[src/rtl/swc_pkg.sv]
package swc_pkg;
  typedef enum logic [1:0] {
    ST_RUN  = 2'd0,
    ST_STOP = 2'd1,
    ST_WAIT = 2'd2
  } swc_state_t;

  typedef enum logic [1:0] {
    EX_RESUME = 2'd0,
    EX_STACK  = 2'd1,
    EX_RESET  = 2'd2
  } swc_exit_t;

  localparam int WAKE_SRCS = 4;
  localparam logic [WAKE_SRCS-1:0] WAKE_IDLE = 4'b0011;
endpackage

[src/rtl/swc_sync.sv]
module swc_sync #(
  parameter int STAGES = 2,
  parameter int W = 4,
  parameter logic [W-1:0] INIT = '0
) (
  input  logic         clk,
  input  logic         rst,
  input  logic [W-1:0] d,
  output logic [W-1:0] q
);
  logic [W-1:0] chain [STAGES];

  always_ff @(posedge clk) begin
    if (rst) chain[0] <= INIT;
    else     chain[0] <= d;
  end

  for (genvar s = 1; s < STAGES; s++) begin : g_stage
    always_ff @(posedge clk) begin
      if (rst) chain[s] <= INIT;
      else     chain[s] <= chain[s-1];
    end
  end

  assign q = chain[STAGES-1];
endmodule

[src/rtl/swc_wake_eval.sv]
module swc_wake_eval
  import swc_pkg::*;
(
  input  logic      irq_n_s,
  input  logic      xirq_n_s,
  input  logic      kbd_s,
  input  logic      edge_s,
  input  logic      irq_mask,
  input  logic      xirq_mask,
  output logic      wake,
  output swc_exit_t exit_kind
);
  logic irq_ok, xirq_low;

  always_comb begin
    irq_ok    = !irq_n_s && !irq_mask;
    xirq_low  = !xirq_n_s;
    wake      = irq_ok || xirq_low || kbd_s || edge_s;
    exit_kind = (xirq_low && !xirq_mask) ? EX_STACK : EX_RESUME;
  end
endmodule

[src/rtl/swc_delay_cnt.sv]
module swc_delay_cnt #(
  parameter int CYCLES = 4096
) (
  input  logic clk,
  input  logic clr,
  output logic done
);
  localparam int CW = (CYCLES > 2) ? $clog2(CYCLES) : 1;
  localparam logic [CW-1:0] LAST = CW'(CYCLES - 1);

  logic [CW-1:0] cnt;

  always_ff @(posedge clk) begin
    if (clr) cnt <= '0;
    else     cnt <= cnt + 1'b1;
  end

  assign done = (cnt == LAST);
endmodule

[src/rtl/stop_wake_ctrl.sv]
module stop_wake_ctrl
  import swc_pkg::*;
#(
  parameter int DELAY_CYC   = 4096,
  parameter int SYNC_STAGES = 2
) (
  input  logic clk,
  input  logic por,
  input  logic rst,
  input  logic stop_strobe,
  input  logic stop_dis,
  input  logic irq_mask,
  input  logic xirq_mask,
  input  logic irq_n,
  input  logic xirq_n,
  input  logic kbd_req,
  input  logic edge_pend,
  input  logic dly_wr_en,
  input  logic dly_wr_val,
  output logic osc_en,
  output logic core_en,
  output logic nop_pulse,
  output logic resume_pulse,
  output logic stack_pulse,
  output logic reset_go,
  output logic delay_busy,
  output logic dly_bit
);
  swc_state_t st;
  swc_exit_t  ex_q, wake_ex;
  logic       wake, cnt_done, cnt_clr;
  logic [WAKE_SRCS-1:0] raw_w, sync_w;
  logic       nop_q, res_q, stk_q, rgo_q, dly_q;

  assign raw_w = {edge_pend, kbd_req, xirq_n, irq_n};

  swc_sync #(.STAGES(SYNC_STAGES), .W(WAKE_SRCS), .INIT(WAKE_IDLE)) u_sync (
    .clk(clk), .rst(por), .d(raw_w), .q(sync_w)
  );

  swc_wake_eval u_eval (
    .irq_n_s(sync_w[0]), .xirq_n_s(sync_w[1]), .kbd_s(sync_w[2]),
    .edge_s(sync_w[3]), .irq_mask(irq_mask), .xirq_mask(xirq_mask),
    .wake(wake), .exit_kind(wake_ex)
  );

  assign cnt_clr = por || rst || (st != ST_WAIT);

  swc_delay_cnt #(.CYCLES(DELAY_CYC)) u_cnt (
    .clk(clk), .clr(cnt_clr), .done(cnt_done)
  );

  always_ff @(posedge clk) begin
    if (por) begin
      st    <= ST_WAIT;
      ex_q  <= EX_RESET;
      dly_q <= 1'b1;
      nop_q <= 1'b0;
      res_q <= 1'b0;
      stk_q <= 1'b0;
      rgo_q <= 1'b0;
    end else begin
      nop_q <= 1'b0;
      res_q <= 1'b0;
      stk_q <= 1'b0;
      rgo_q <= 1'b0;
      if (rst) begin
        dly_q <= 1'b1;
        if (st == ST_RUN) begin
          rgo_q <= 1'b1;
        end else begin
          st   <= ST_WAIT;
          ex_q <= EX_RESET;
        end
      end else begin
        case (st)
          ST_RUN: begin
            if (dly_wr_en) dly_q <= dly_wr_val;
            if (stop_strobe) begin
              if (stop_dis) nop_q <= 1'b1;
              else          st    <= ST_STOP;
            end
          end
          ST_STOP: begin
            if (wake) begin
              if (dly_q) begin
                st   <= ST_WAIT;
                ex_q <= wake_ex;
              end else begin
                st    <= ST_RUN;
                res_q <= (wake_ex == EX_RESUME);
                stk_q <= (wake_ex == EX_STACK);
              end
            end
          end
          ST_WAIT: begin
            if (cnt_done) begin
              st    <= ST_RUN;
              res_q <= (ex_q == EX_RESUME);
              stk_q <= (ex_q == EX_STACK);
              rgo_q <= (ex_q == EX_RESET);
            end
          end
          default: st <= ST_WAIT;
        endcase
      end
    end
  end

  assign core_en      = (st == ST_RUN);
  assign osc_en       = (st != ST_STOP);
  assign delay_busy   = (st == ST_WAIT);
  assign nop_pulse    = nop_q;
  assign resume_pulse = res_q;
  assign stack_pulse  = stk_q;
  assign reset_go     = rgo_q;
  assign dly_bit      = dly_q;
endmodule

[config.mk]
export PLATFORM = sky130hd
export DESIGN_NAME = stop_wake_ctrl
export DESIGN_NICKNAME = d
export VERILOG_FILES = /design/src/rtl/swc_pkg.sv /design/src/rtl/swc_sync.sv /design/src/rtl/swc_wake_eval.sv /design/src/rtl/swc_delay_cnt.sv /design/src/rtl/stop_wake_ctrl.sv
export SDC_FILE = /design/constraint.sdc
export NUM_CORES = 1
export LEC_CHECK = 0
export ABC_CLOCK_PERIOD_IN_PS = 2200
export BUFFER_PORTS_ARGS = -buffer_cell sky130_fd_sc_hd__buf_2
export CAP_MARGIN = 10
export CORE_ASPECT_RATIO = 1.4
export CORE_MARGIN = 3
export CORE_UTILIZATION = 40
export CTS_BUF_LIST = sky130_fd_sc_hd__clkbuf_16
export CTS_CLUSTER_DIAMETER = 60
export CTS_CLUSTER_SIZE = 16
export DETAILED_ROUTE_END_ITERATION = 8
export MAX_ROUTING_LAYER = met4
export SLEW_MARGIN = 15
export SYNTH_ARGS = -nofsm -noshare
export SYNTH_HDL_FRONTEND = slang
export SYNTH_SLANG_ARGS = --single-unit
[constraint.sdc]
create_clock -name clk -period 2.2 [get_ports clk]
set_input_delay 0.44 -clock clk [delete_from_list [all_inputs] [get_ports clk]]
set_output_delay 0.44 -clock clk [all_outputs]
set_load 0.02 [all_outputs]
==> impl_metrics.env, run 1 <==
export IMPL_grt_pass1_wl_um=4380
export IMPL_met3_usage_pct=6.24
export IMPL_grt_busiest_layer="met2"
export IMPL_max_stage_delay_ns=0.65
export IMPL_ctsResizeCount=0
export IMPL_antennaDiodeCount=0
export IMPL_min_period_ns=1.84
export IMPL_critPathKind="register to register"
export IMPL_synth_seq_cells=29
export IMPL_drcViolationCount=0
export IMPL_ys_types=35
export IMPL_path_max_fanout=4
export IMPL_setup_slack_ns=0.356
export IMPL_maxCapViolations=0
export IMPL_coreArea_um2=2910
export IMPL_drt_pass1_iterations=4
export IMPL_syn_nets=149
export IMPL_viasPerCell=5.16
export IMPL_met2_usage_pct=26.4
export IMPL_r2r_end="st[1]$_SDFFE_PP1P_"
export IMPL_finalClockSkew_ns=0.00466
export IMPL_ir_drop_mv=0.659
export IMPL_regToRegStartpoint="u_cnt.cnt[0]$_SDFF_PP0_"
export IMPL_cts_tree="yes"
export IMPL_root_buffer="clkbuf_16"
export IMPL_slew_viol_final=0
export IMPL_slowest_stage="o41ai_1"
export IMPL_cp_data_required_time_ns=2.36
export IMPL_start_kind="register"
export IMPL_finalSetupViolCount=0
export IMPL_ys_seq_area_share_pct=47.3
export IMPL_p_comb_share_pct=3.0
export IMPL_grt_pass1_vias=1024
export IMPL_min_path_cells=2
export IMPL_layout_nets=175
export IMPL_dieHeight_um=71.5
export IMPL_end_kind="register"
export IMPL_p_int_uw=1080
export IMPL_yosys_warnings=0
export IMPL_rrSetupSlack_ns=0.36
export IMPL_holdBufCountCts=0
export IMPL_io_pins=21
export IMPL_hold_viol_final=0
export IMPL_rows=23
export IMPL_clk_path_buf_depth=2
export IMPL_power_density_nw_per_um2=862
export IMPL_path_clk_slew_ns=0.05
export IMPL_io_buffers=20
export IMPL_syn_avg_cell_area_um2=9.36
export IMPL_start_util_pct=42.2
export IMPL_synth_cells=131
export IMPL_multi_input_area_um2=608
export IMPL_use_met1_pct=16.6
export IMPL_worst_ep_arrival_time_ns=2.01
export IMPL_holdCritPathClass="input port to register"
export IMPL_hp_start="xirq_n"
export IMPL_fillers=281
export IMPL_rsz0062_at_grt="false"
export IMPL_drive_gt1_share_pct=23.4
export IMPL_p_switching_uw=249
export IMPL_grt_max_degree=15
export IMPL_dpl_worst_slack_ns=0.365
export IMPL_regArea_um2=581
export IMPL_r2r_cells=5
export IMPL_ant_nets=0
export IMPL_fin_crit_sh_pct=83.8
export IMPL_dp_hpwl_um=1890
export IMPL_place_congestion=0.847
export IMPL_leakage_uw=0.000644
export IMPL_wl_um=2540
export IMPL_finalSetupTns_ns=0
export IMPL_ys_flop_type="dfxtp_1"
export IMPL_max_slew_margin_rel_pct=56.9
export IMPL_crit_chain="ha_1 > nand4_2 > o41ai_1 > nand4_1 > o31a_1"
export IMPL_areaGrowthSynthToFinish_pct=25.5
export IMPL_dieWidth_um=52.8
export IMPL_wl_per_cell_um=13.0
export IMPL_sequentialPowerShare_pct=40.6
export IMPL_antenna_found_initial=0
export IMPL_status="complete, no violations"
export IMPL_tritoncts_num_buffers=5
export IMPL_grt_ovfl_total=0
export IMPL_clkLatencyLatePin_ns=0.27
export IMPL_min_delay_worst_endpoint="u_sync.chain[0][1]$_SDFF_PP1_"
export IMPL_vias=1006
export IMPL_synthesis_area_um2=1230
export IMPL_htree_levels=2
export IMPL_synth_edff_count=0
export IMPL_post_cts_buffers=0
export IMPL_first_iter_violations=22
export IMPL_grt_use_total_pct=16.1
export IMPL_synthArstFlopShare_pct=0
export IMPL_swShare_pct=18.8
export IMPL_power_frac_clock_pct=56.4
export IMPL_dieArea_um2=3780
export IMPL_worst_pin_slew_ns=0.639
export IMPL_fmax_mhz=542
export IMPL_clock_sinks=29
-- flip-flops by register name, indices dropped and copies added, names as in the netlist --
signal,count
u_cnt.cnt,12
u_sync.chain,8
ex_q,2
st,2
dly_bit,1
nop_pulse,1
reset_go,1
resume_pulse,1
stack_pulse,1
-- kinds of logic after synthesis --
group,count (synthesis),share of synthesized area [%]
compound gates,15,8.78
xor+xnor,9,6.43
flops,29,47.3
simple gates,63,29.3
buf+inv,10,3.06
fa+ha+maj,5,5.10
-- Yosys cell counts (2+ instances only) --
| cell | count | area (um2) |
|---|---|---|
| a21oi_1 | 3 | 15.0 |
| and3_1 | 2 | 12.5 |
| clkbuf_1 | 3 | 11.3 |
| dfxtp_1 | 29 | 581 |
| ha_1 | 5 | 62.6 |
| inv_1 | 7 | 26.3 |
| nand2_1 | 10 | 37.5 |
| nand3_1 | 8 | 40.0 |
| nand4_1 | 2 | 12.5 |
| nor2_1 | 16 | 60.1 |
| nor2b_1 | 4 | 25.0 |
| nor3_1 | 4 | 20.0 |
| nor4_1 | 2 | 12.5 |
| o21ai_0 | 3 | 15.0 |
| o31ai_1 | 2 | 15.0 |
| o41ai_1 | 2 | 17.5 |
| or2_2 | 4 | 25.0 |
| xnor2_1 | 5 | 43.8 |
| xor2_1 | 4 | 35.0 |
-- placed cells by master (no fill, tap or decap), drive strengths merged, types with 5 or more instances in the layout --
cell type	n
nand2	10
buf	22
xnor2	5
dfxtp	29
nand3	8
clkbuf	5
inv	8
ha	5
nor2	16
-- per-stage QoR --
stage	hold WS (ns)	cells	area, um2	util [%]	total power, uW
final	0.349	195	1540	52.9	1330
after global routing	0.360	195	1540	52.9	1360
after CTS	0.346	195	1540	52.9	1330
after detailed placement	0.399	187	1380	47.4	589
after global placement	0.391	187	1380	47.4	588
after floorplan	0.389	131	1230	-	569
-- power groups by stage --
stage                     registers [uW]  clock network (uW)  logic, uW
after floorplan                      548                   0       21.3
after global placement               548                   0       39.6
after detailed placement             549                   0       40.5
after CTS                            538                 754       40.7
after global routing                 539                 779       45.3
final                                538                 748       40.3
-- metal layers --
layer	up-vias	part of all wire, %
met3	8	3.8
met2	17	52
met5	-	0
met4	0	2.5
met1	477	42
li1	504	-
-- critical path: cells and delay by family, from the launching register on --
family	cells	cell delay [ns]
AND/OR/NAND/NOR	2	0.33
adder cells (fa/ha/maj)	1	0.25
AO/OA/AOI/OAI	2	0.78
flip-flops	1	0.37
-- cell type report --
cell class | instances | share of cell area, %
timing repair buffer | 22 | 7.48
clock inverter | 3 | 2.44
clock buffer | 5 | 8.13
sequential | 29 | 37.7
tap | 37 | 3.01
multi-input combinational | 92 | 39.5
inverter | 7 | 1.71
-- how the worst max path moves through the flow --
stage                             from  depth (start not counted)                       to
2_1_floorplan  u_cnt.cnt[0]$_SDFF_PP0_                          5  resume_pulse$_SDFF_PP0_
3_3_place_gp   u_cnt.cnt[0]$_SDFF_PP0_                          5  resume_pulse$_SDFF_PP0_
3_5_place_dp   u_cnt.cnt[0]$_SDFF_PP0_                          5       st[1]$_SDFFE_PP1P_
4_1_cts        u_cnt.cnt[0]$_SDFF_PP0_                          5       st[1]$_SDFFE_PP1P_
5_1_grt        u_cnt.cnt[0]$_SDFF_PP0_                          5       st[1]$_SDFFE_PP1P_
6_report       u_cnt.cnt[0]$_SDFF_PP0_                          5       st[1]$_SDFFE_PP1P_
(Power assumes the default switching activity.)
==> run 2, diff against run 1 <==
- ABC_CLOCK_PERIOD_IN_PS: 2200 -> 1800
- clock period: 2.2 -> 1.8 ns (I/O delays scaled with it)
==> impl_metrics.env, run 2 (synthesis gave the netlist of run 1 again) <==
export IMPL_status="complete, no violations"
export IMPL_placed_cells=191
export IMPL_path_max_fanout=4
export IMPL_drt_pass1_iterations=4
export IMPL_cp_data_required_time_ns=2.02
export IMPL_stdcell_count=199
export IMPL_post_cts_buffers=0
export IMPL_dp_hpwl_um=1840
export IMPL_slowest_stage="or4_4"
export IMPL_cts_tree="yes"
export IMPL_ir_drop_mv=0.764
export IMPL_leakage_uw=0.000661
export IMPL_grt_max_degree=15
export IMPL_io_buffers=20
export IMPL_areaGrowthSynthToFinish_pct=27.1
export IMPL_wl_per_cell_um=12.4
export IMPL_dieHeight_um=71.5
export IMPL_worst_ep_arrival_time_ns=1.93
export IMPL_critPathKind="register to register"
export IMPL_holdBufCountCts=0
export IMPL_clock_sinks=29
export IMPL_slew_viol_final=0
export IMPL_holdCritPathClass="input port to register"
export IMPL_layout_nets=179
export IMPL_power_density_nw_per_um2=946
export IMPL_dpl_worst_slack_ns=0.0660
export IMPL_max_slew_margin_rel_pct=78.5
export IMPL_place_congestion=0.854
export IMPL_largest_reg_flops=12
export IMPL_worst_pin_slew_ns=0.318
export IMPL_antenna_found_initial=0
export IMPL_final_common_cell="dfxtp_1"
export IMPL_grt_use_total_pct=16.3
export IMPL_wl_um=2470
export IMPL_root_buffer="clkbuf_16"
export IMPL_fin_crit_sh_pct=95.1
export IMPL_rows=23
export IMPL_coreArea_um2=2910
export IMPL_grt_pass1_wl_um=4350
export IMPL_hold_viol_final=0
export IMPL_start_kind="register"
export IMPL_maxCapViolations=0
export IMPL_grt_pass1_vias=1052
export IMPL_min_period_ns=1.71
export IMPL_htree_levels=2
export IMPL_dieWidth_um=52.8
export IMPL_path_clk_slew_ns=0.05
export IMPL_io_pins=21
export IMPL_drive_gt1_share_pct=27.8
export IMPL_finalSetupTns_ns=0
export IMPL_setup_slack_ns=0.0891
export IMPL_crit_chain="ha_2 > nand4_2 > or4_4 > nor4b_4 > o211a_1"
export IMPL_reg_largest_list="u_cnt.cnt x12, u_sync.chain x8"
export IMPL_tritoncts_num_buffers=5
export IMPL_drcViolationCount=0
export IMPL_start_util_pct=42.2
export IMPL_whs_ns=0.266
export IMPL_ant_nets=0
export IMPL_dieArea_um2=3780
export IMPL_end_kind="register"
export IMPL_antennaDiodeCount=0
export IMPL_final_cell_mix="dfxtp_1, buf_2, nor2_1"
export IMPL_regMostFlops="u_cnt.cnt"
export IMPL_clkLatencyLatePin_ns=0.27
export IMPL_rsz0062_at_grt="false"
export IMPL_first_iter_violations=30
export IMPL_clk_path_buf_depth=2
export IMPL_viasPerCell=5.16
export IMPL_max_stage_delay_ns=0.59
export IMPL_fmax_mhz=584
export IMPL_finalSetupViolCount=0
export IMPL_vias=1027
export IMPL_finalClockSkew_ns=0.00467
export IMPL_grt_ovfl_total=0
-- run 2: cell count changes in the layout (fill, tap and decap cells not counted) --
cell       change
dfxtp_1        -2
bufinv_16      -1
dfxtp_2        +2
ha_1           -1
buf_4          +4
nor4b_4        +1
clkinv_2       +2
clkinv_1       -1
nor4b_2        -1
ha_2           +1
-- run 2: metal layers --
metal / GRT usage [%] / part of all wire (%) / vias to the layer above
li1: - / - / 515
met1: 16.4 / 40 / 482
met2: 26.5 / 53 / 23
met3: 5.61 / 4.4 / 7
met4: 9.66 / 2.9 / 0
met5: - / 0 / -
-- run 2: cell type report --
type	count	area, um2
inverter	7	26.3
multi-input combinational	92	619
clock buffer	5	125
sequential	29	583
fill	280	1350
timing repair buffer	26	145
tap	37	46.3
clock inverter	3	13.8
-- run 2: power by group --
| part | total [uW] | switching (uW) | internal, uW |
|---|---|---|---|
| Sequential | 659 | 4.11 | 655 |
| Combinational | 49.7 | 26.3 | 23.4 |
| Clock | 766 | 267 | 499 |
-- run 2: metrics by stage --
stage	total power, uW	utilization (%)	instance area (um2)
CTS	1490	53.2	1550
global placement	719	48.4	1410
finish	1470	53.6	1560
detailed placement	720	48.4	1410
floorplan	696	-	1230
global route	1540	53.6	1560
-- run 2: worst max-delay path: cells and delay by family, from the launching register on --
family | cells | cell delay (ns)
compound gates | 1 | 0.15
fa+ha+maj | 1 | 0.19
flops | 1 | 0.35
simple gates | 3 | 0.97
-- run 2: path summary, 6_finish.rpt --
check	start	end	slack (ns)	cells after the start
min	xirq_n	u_sync.chain[0][1]$_SDFF_PP1_	0.27	2
min reg2reg	u_sync.chain[0][1]$_SDFF_PP1_	u_sync.chain[1][1]$_SDFF_PP1_	0.41	1
max reg2reg	u_cnt.cnt[0]$_SDFF_PP0_	resume_pulse$_SDFF_PP0_	0.09	5
max	u_cnt.cnt[0]$_SDFF_PP0_	resume_pulse$_SDFF_PP0_	0.09	5
-- run 2: what timing repair did --
item | 4_1_cts | 5_1_grt
endpoints found under the setup margin | 0 | 1
resized for setup | 0 | 4
endpoints found under the hold margin | 0 | 0
